## config.mk

```make
export PLATFORM = sky130hd
export DESIGN_NAME = mstat_reg
export DESIGN_NICKNAME = d
export VERILOG_FILES = /design/src/rtl/mstat_pkg.sv /design/src/rtl/mstat_view_merge.sv /design/src/rtl/mstat_legalize.sv /design/src/rtl/mstat_flush_cmp.sv /design/src/rtl/mstat_reg.sv
export SDC_FILE = /design/constraint.sdc
export NUM_CORES = 1
export LEC_CHECK = 0
export ABC_AREA = 0
export ABC_CLOCK_PERIOD_IN_PS = 1840
export BUFFER_PORTS_ARGS = -buffer_cell sky130_fd_sc_hd__buf_2
export CAP_MARGIN = 20
export CORE_MARGIN = 2
export CORE_UTILIZATION = 37
export CTS_CLUSTER_SIZE = 28
export DETAILED_ROUTE_END_ITERATION = 7
export GPL_ROUTABILITY_DRIVEN = 0
export GPL_TIMING_DRIVEN = 0
export HOLD_SLACK_MARGIN = 0.02
export PLACE_DENSITY = 0.85
export SYNTH_ARGS = -nofsm -noshare
export SYNTH_HDL_FRONTEND = slang
export SYNTH_SLANG_ARGS = --single-unit
export TNS_END_PERCENT = 1
```

## constraint.sdc

```tcl
create_clock -name clk_i -period 1.84 [get_ports clk_i]
set_clock_uncertainty 0.1 [all_clocks]
set_input_delay 0.184 -clock clk_i [delete_from_list [all_inputs] [get_ports clk_i]]
set_output_delay 0.184 -clock clk_i [all_outputs]
set_load 0.02 [all_outputs]
```

## src/rtl/mstat_pkg.sv

```systemverilog
package mstat_pkg;
  localparam int unsigned B_UIE  = 0;
  localparam int unsigned B_SIE  = 1;
  localparam int unsigned B_MIE  = 3;
  localparam int unsigned B_UPIE = 4;
  localparam int unsigned B_SPIE = 5;
  localparam int unsigned B_MPIE = 7;
  localparam int unsigned B_SPP  = 8;
  localparam int unsigned B_MPP  = 11;
  localparam int unsigned B_FS   = 13;
  localparam int unsigned B_XS   = 15;
  localparam int unsigned B_MPRV = 17;
  localparam int unsigned B_SUM  = 18;
  localparam int unsigned B_MXR  = 19;

  typedef enum logic [1:0] {
    PRIV_U    = 2'b00,
    PRIV_S    = 2'b01,
    PRIV_RSVD = 2'b10,
    PRIV_M    = 2'b11
  } priv_e;

  localparam logic [1:0] FS_OFF   = 2'b00;
  localparam logic [1:0] FS_DIRTY = 2'b11;

  // masks below bit 32; the summary bit is added per XLEN
  localparam logic [63:0] M_WRITE_MASK =
      (64'h1 << B_SIE) | (64'h1 << B_MIE) | (64'h1 << B_SPIE) | (64'h1 << B_MPIE) |
      (64'h1 << B_SPP) | (64'h3 << B_MPP) | (64'h3 << B_FS) | (64'h1 << B_MPRV) |
      (64'h1 << B_SUM) | (64'h1 << B_MXR);

  localparam logic [63:0] S_VIEW_MASK_LO =
      (64'h1 << B_UIE) | (64'h1 << B_SIE) | (64'h1 << B_UPIE) | (64'h1 << B_SPIE) |
      (64'h1 << B_SPP) | (64'h3 << B_FS) | (64'h3 << B_XS) | (64'h1 << B_SUM) |
      (64'h1 << B_MXR);

  localparam logic [63:0] XLATE_MASK =
      (64'h1 << B_MXR) | (64'h3 << B_MPP) | (64'h1 << B_MPRV) | (64'h1 << B_SUM);

  localparam logic [63:0] RESET_WORD = 64'(PRIV_M) << B_MPP;
endpackage

```

## src/rtl/mstat_view_merge.sv

```systemverilog
module mstat_view_merge
  import mstat_pkg::*;
#(
  parameter int unsigned XLEN = 32
) (
  input  logic [XLEN-1:0] cur_i,
  input  logic [XLEN-1:0] wdata_i,
  input  logic            sview_i,
  output logic [XLEN-1:0] prop_o
);
  localparam logic [XLEN-1:0] SD_BIT = XLEN'(64'h1 << (XLEN - 1));
  localparam logic [XLEN-1:0] SMASK  = XLEN'(S_VIEW_MASK_LO) | SD_BIT;

  // supervisor writes become a full machine word before legalization
  always_comb begin
    if (sview_i) prop_o = (cur_i & ~SMASK) | (wdata_i & SMASK);
    else         prop_o = wdata_i;
  end
endmodule

```

## src/rtl/mstat_legalize.sv

```systemverilog
module mstat_legalize
  import mstat_pkg::*;
#(
  parameter int unsigned XLEN = 32
) (
  input  logic [XLEN-1:0] cur_i,
  input  logic [XLEN-1:0] prop_i,
  input  logic            has_smode_i,
  input  logic            has_umode_i,
  output logic [XLEN-1:0] next_o
);
  localparam int unsigned     SD_POS   = XLEN - 1;
  localparam logic [XLEN-1:0] WMASK    = XLEN'(M_WRITE_MASK);
  localparam logic [XLEN-1:0] MPP_MASK = XLEN'(64'h3 << B_MPP);

  logic [1:0]      mpp_req;
  logic            mpp_ok;
  logic [XLEN-1:0] eff_mask;
  logic [XLEN-1:0] merged;

  always_comb begin
    mpp_req = prop_i[B_MPP +: 2];
    case (mpp_req)
      PRIV_M:  mpp_ok = 1'b1;
      PRIV_S:  mpp_ok = has_smode_i;
      PRIV_U:  mpp_ok = has_umode_i;
      default: mpp_ok = 1'b0;
    endcase
    eff_mask = mpp_ok ? WMASK : (WMASK & ~MPP_MASK);
    merged   = (cur_i & ~eff_mask) | (prop_i & eff_mask);
    if (merged[B_FS +: 2] != FS_OFF) merged[B_FS +: 2] = FS_DIRTY;
    merged[SD_POS] = (merged[B_FS +: 2] == FS_DIRTY) || (merged[B_XS +: 2] == 2'b11);
    next_o = merged;
  end
endmodule

```

## src/rtl/mstat_flush_cmp.sv

```systemverilog
module mstat_flush_cmp
  import mstat_pkg::*;
#(
  parameter int unsigned XLEN = 32
) (
  input  logic [XLEN-1:0] cur_i,
  input  logic [XLEN-1:0] prop_i,
  output logic            flush_req_o
);
  localparam logic [XLEN-1:0] XMASK = XLEN'(XLATE_MASK);

  // compared on the proposed word, before field legalization
  assign flush_req_o = |((cur_i ^ prop_i) & XMASK);
endmodule

```

## src/rtl/mstat_reg.sv

```systemverilog
module mstat_reg
  import mstat_pkg::*;
#(
  parameter int unsigned XLEN = 32
) (
  input  logic            clk_i,
  input  logic            rst_ni,
  input  logic            wr_en_i,
  input  logic            wr_sview_i,
  input  logic [XLEN-1:0] wr_data_i,
  input  logic            has_smode_i,
  input  logic            has_umode_i,
  output logic [XLEN-1:0] mstat_o,
  output logic [XLEN-1:0] sstat_o,
  output logic            flush_o
);
  localparam logic [XLEN-1:0] SD_BIT   = XLEN'(64'h1 << (XLEN - 1));
  localparam logic [XLEN-1:0] SMASK    = XLEN'(S_VIEW_MASK_LO) | SD_BIT;
  localparam logic [XLEN-1:0] RST_VAL  = XLEN'(RESET_WORD);

  logic [XLEN-1:0] stat_q;
  logic [XLEN-1:0] prop;
  logic [XLEN-1:0] stat_d;
  logic            flush_req;
  logic            flush_q;

  mstat_view_merge #(.XLEN(XLEN)) u_merge (
    .cur_i   (stat_q),
    .wdata_i (wr_data_i),
    .sview_i (wr_sview_i),
    .prop_o  (prop)
  );

  mstat_legalize #(.XLEN(XLEN)) u_legal (
    .cur_i       (stat_q),
    .prop_i      (prop),
    .has_smode_i (has_smode_i),
    .has_umode_i (has_umode_i),
    .next_o      (stat_d)
  );

  mstat_flush_cmp #(.XLEN(XLEN)) u_flush (
    .cur_i       (stat_q),
    .prop_i      (prop),
    .flush_req_o (flush_req)
  );

  always_ff @(posedge clk_i or negedge rst_ni) begin
    if (!rst_ni) begin
      stat_q  <= RST_VAL;
      flush_q <= 1'b0;
    end else begin
      flush_q <= wr_en_i & flush_req;
      if (wr_en_i) stat_q <= stat_d;
    end
  end

  assign mstat_o = stat_q;
  assign sstat_o = stat_q & SMASK;
  assign flush_o = flush_q;
endmodule

```

Yosys cells after proc, flatten, opt, wreduce, memory -nomap -nowiden
Index checks and enable logic that the tools add are counted.
{ "word_totals": {"ff_bits": 33, "input_bits": 38, "out_inout_bits": 65, "wordCells": 21} }
{ "classes": {"eq_ne": 4, "muxes": 4, "bitwise_logic": 7, "n_reduce_logical": 4} }
{ "op_table": {"columns": ["operator", "count"], "rows": [
  ["$and 31x20->31", 1],
  ["$and 31x31->31", 1],
  ["$mux 31", 1],
  ["$not 31->31", 1],
  ["$or 31x20->31", 1],
  ["$or 31x31->31", 1],
  ["$xor 20x20->20", 1],
  ["$mux 13", 1],
  ["$eq 2x2->1 const B", 3],
  ["$reduce_or 5->1", 1],
  ["$pmux 1 s3", 1],
  ["$eq 2x1->1 const B", 1],
  ["$logic_not 2->1", 1],
  ["$mux 2", 1],
  ["$reduce_bool 2->1", 1],
  ["$and 1x1->1", 1],
  ["$logic_or 1x1->1", 1]
]} }

Depth between registers and ports, before layout
{ "logic_depth": {"word_depth": 12, "ltp_mapped": 4, "depth_no_buf": 3} }

Modules after synthesis
From an unflattened synthesis, not the netlist that was laid out.
{ "unflattened": {"cells_unflattened": 183, "hier_area_um2": 2356.0} }
{ "modules_own_cells": {"columns": ["module", "n_inst", "cells_per_inst", "area_each_um2", "seq_area_each_um2"], "rows": [
  ["mstat_reg", 1, 103, 1619.1, 828.3],
  ["mstat_view_merge", 1, 34, 412.9, 0.0],
  ["mstat_legalize", 1, 39, 270.3, 0.0],
  ["mstat_flush_cmp", 1, 7, 53.8, 0.0]
]} }

Worst setup path after synthesis
No wires, ideal clock.
{ "synth_timing": {"kind": "reg-to-reg", "startpoint": "register with a tool-made name", "endpoint": "register flush_q (netlist: flush_o)", "setup_ps": 82, "arrival_ps": 1058, "required_ps": 1658, "slack_ps": 600, "path_stages_with_launch": 4, "n_path_buf": 0, "period_less_slack_ps": 1240, "cell_sequence": "dfstp_2 xnor2_1 a31o_2 a31oi_1"} }
{ "synth_rtl": {"columns": ["element", "line", "rtl"], "rows": [
  ["to (signal assigned)", "mstat_reg.sv:53", "flush_q <= wr_en_i & flush_req;"],
  ["to (decl)", "mstat_reg.sv:25", "logic flush_q;"]
]} }

==> results.toml <==
[setup_path]
critPathRequiredTime_ns = 1.56
end_kind = "output port"
path_delay_family = "flip-flops"
crit_fanout = 5
critical_path_arrival_ns = 1.01
cp_slowest_cell = "dfstp_2"
max_stage_delay_ns = 0.57
timing.critical_path.cells = "buf_2"
worstSetupPathType = "reg -> out"
worstSetupStartpointType = "register"
cp_num_buf_inv = 1

[sta]
min_period_over_period = 0.705
finalMaxSlewViolations = 0
hold_viol = 0
rsz0062_at_grt = "false"
post-route-min-period_ns = 1.30
max_freq_mhz = 771
tns_ns = 0
setup_violations = 0

[place]
placed_cell_area_mm2 = 0.00135
place_inst = 208
hpwl_mm = 1.51
port-buffer-count = 38

[routing]
drt_iter0_drc = 3
vias = 757
wl_per_cell_um = 8.32
drtAntennaViolNets = 0
drt_wl_total_mm = 1.77
met3WireLength_um = 231
first_pass_iters = 2
wl_met2_um = 881
top_layer = "met4"
drt-met1-wl_um = 648
route.detailed.drc = 0
via_per_inst = 3.55

[final_layout]
final_common_cell = "buf_4"
layout_common_cells = "53 x buf_4, 43 x conb_1, 38 x buf_2"
fin_area_mm2 = 0.00140
area_delta_synth_final_pct = 44.8
finalNetCount = 222
drive_above_1_share = 0.596
diodes = 0
fillerInstances = 247
instances_no_fill = 213

[grt]
grt_max_degree = 13
grt_pass1_vias = 596
track_usage = 0.114
antenna_found_initial = 0
grt_pass1_wl_mm = 2.40
overflow = 0

[run_status]
status = "finished clean"

[pwr]
p_comb_frac = 0.457
switchingPower_mw = 0.403
power_density_mw_per_mm2 = 768
leakagePower_nw = 0.832
switching_share = 0.376
ir_drop_uv = 442
power.total_mw = 1.07
seqPwrFrac = 0.346
pwr-share-clk = 0.198
intPower_mw = 0.669

[synthesis]
synth_seq_cells = 12
synth_area_um2 = 963
avgSynthCellArea_um2 = 9.83
yosysUniqueCellTypes = 21
synth_edf_count = 0
ys_warn_count = 0
netlist_instances = 98
async_flop_share = 1.00
seq_area_frac_synth = 0.314
synth_ff_type = "dfrtp_1"

[clock_network]
root_buffer = "clkbuf_4"
cts_made_buffers = 3
cts_max_level = 1
cts_resized = 0
clock_latency_ns = 0.27
cts_tree = "built"
clockBufferDepth = 2
postCtsSetupRepairBufs = 0
cts_sinks = 12
clk_pin_slew_ns = 0.08

[floorplan]
dieArea_mm2 = 0.00303
die_x_um = 55.0
initial_utilization = 0.389
coreArea_mm2 = 0.00248
fp-row-count = 18
die_h_um = 55.0
ios = 103

[min_path]
hold_class = "in -> reg"

[job]
max_cap_violations = 0
-- synth_stat cells (2+ instances only) --
| library cell | n | area (µm²) |
|---|---|---|
| buf_4 | 53 | 398 |
| mux2_2 | 8 | 90.1 |
| xnor2_1 | 5 | 43.8 |
| dfstp_2 | 2 | 52.6 |
| dfrtp_1 | 10 | 250 |
| inv_1 | 3 | 11.3 |
| nor2_1 | 3 | 11.3 |
-- repair_timing --
| item | in CTS | in global routing |
|---|---|---|
| setup endpoints to repair | 0 | 0 |
| hold buffers | 1 | 0 |
| hold endpoints to repair | 12 | 0 |
-- per-stage QoR --
stage / worst slack [ns] / utilization / hold slack (ns)
finish: 0.543 / 0.563 / 0.0364
CTS: 0.520 / 0.563 / 0.0301
global placement: 0.620 / 0.544 / -0.0182
global route: 0.483 / 0.563 / 0.0291
detailed placement: 0.591 / 0.544 / -0.0165
floorplan: 0.600 / - / -0.212
-- kinds of logic after synthesis --
| group | count (synthesis) | share of synthesized area |
|---|---|---|
| xor gates and xnor gates | 5 | 0.0455 |
| other | 1 | 0.00389 |
| muxes | 10 | 0.119 |
| buffers and inverters | 58 | 0.440 |
| and+or+nand+nor | 3 | 0.0117 |
| AOI/OAI and AO/OA | 9 | 0.0649 |
| DFF | 12 | 0.314 |
-- area by class of cell --
| cell class | count | area, µm² | area share |
|---|---|---|---|
| Buffer | 54 | 409 | 0.293 |
| Clock buffer | 4 | 36.3 | 0.0260 |
| Inverter | 4 | 15.0 | 0.0108 |
| Multi-Input combinational cell | 70 | 394 | 0.283 |
| Sequential cell | 12 | 303 | 0.217 |
| Tap cell | 30 | 37.5 | 0.0269 |
| Timing Repair Buffer | 39 | 200 | 0.143 |
-- routing by layer --
| metal | up-vias | global-route usage |
|---|---|---|
| met3 | 2 | 0.0242 |
| met2 | 47 | 0.194 |
| met5 | - | 0 |
| li1 | 391 | - |
| met4 | 0 | 0.0732 |
| met1 | 317 | 0.129 |
-- power groups by stage --
stage	Clock (mW)	Sequential (mW)	Combinational, mW
CTS	0.225	0.372	0.490
global route	0.233	0.383	0.533
finish	0.212	0.371	0.489
detailed placement	0	0.377	0.488
floorplan	0	0.430	0.323
global placement	0	0.374	0.482
-- final timing paths --
path	depth (start not counted)	startpoint	to	slack, ns
setup / recovery	1	register	mstat_o[11]	0.54
hold / removal	2	wr_en_i	mstat_o[14]$_DFFE_PN0P_	0.04
setup reg to reg	3	register	register	0.59
hold reg to reg	2	register	register	0.40
max in group asynchronous	2	rst_ni	async pin	1.13
min in group asynchronous	2	rst_ni	mstat_o[14]$_DFFE_PN0P_	0.23
Power figures use the tool's default switching activity.
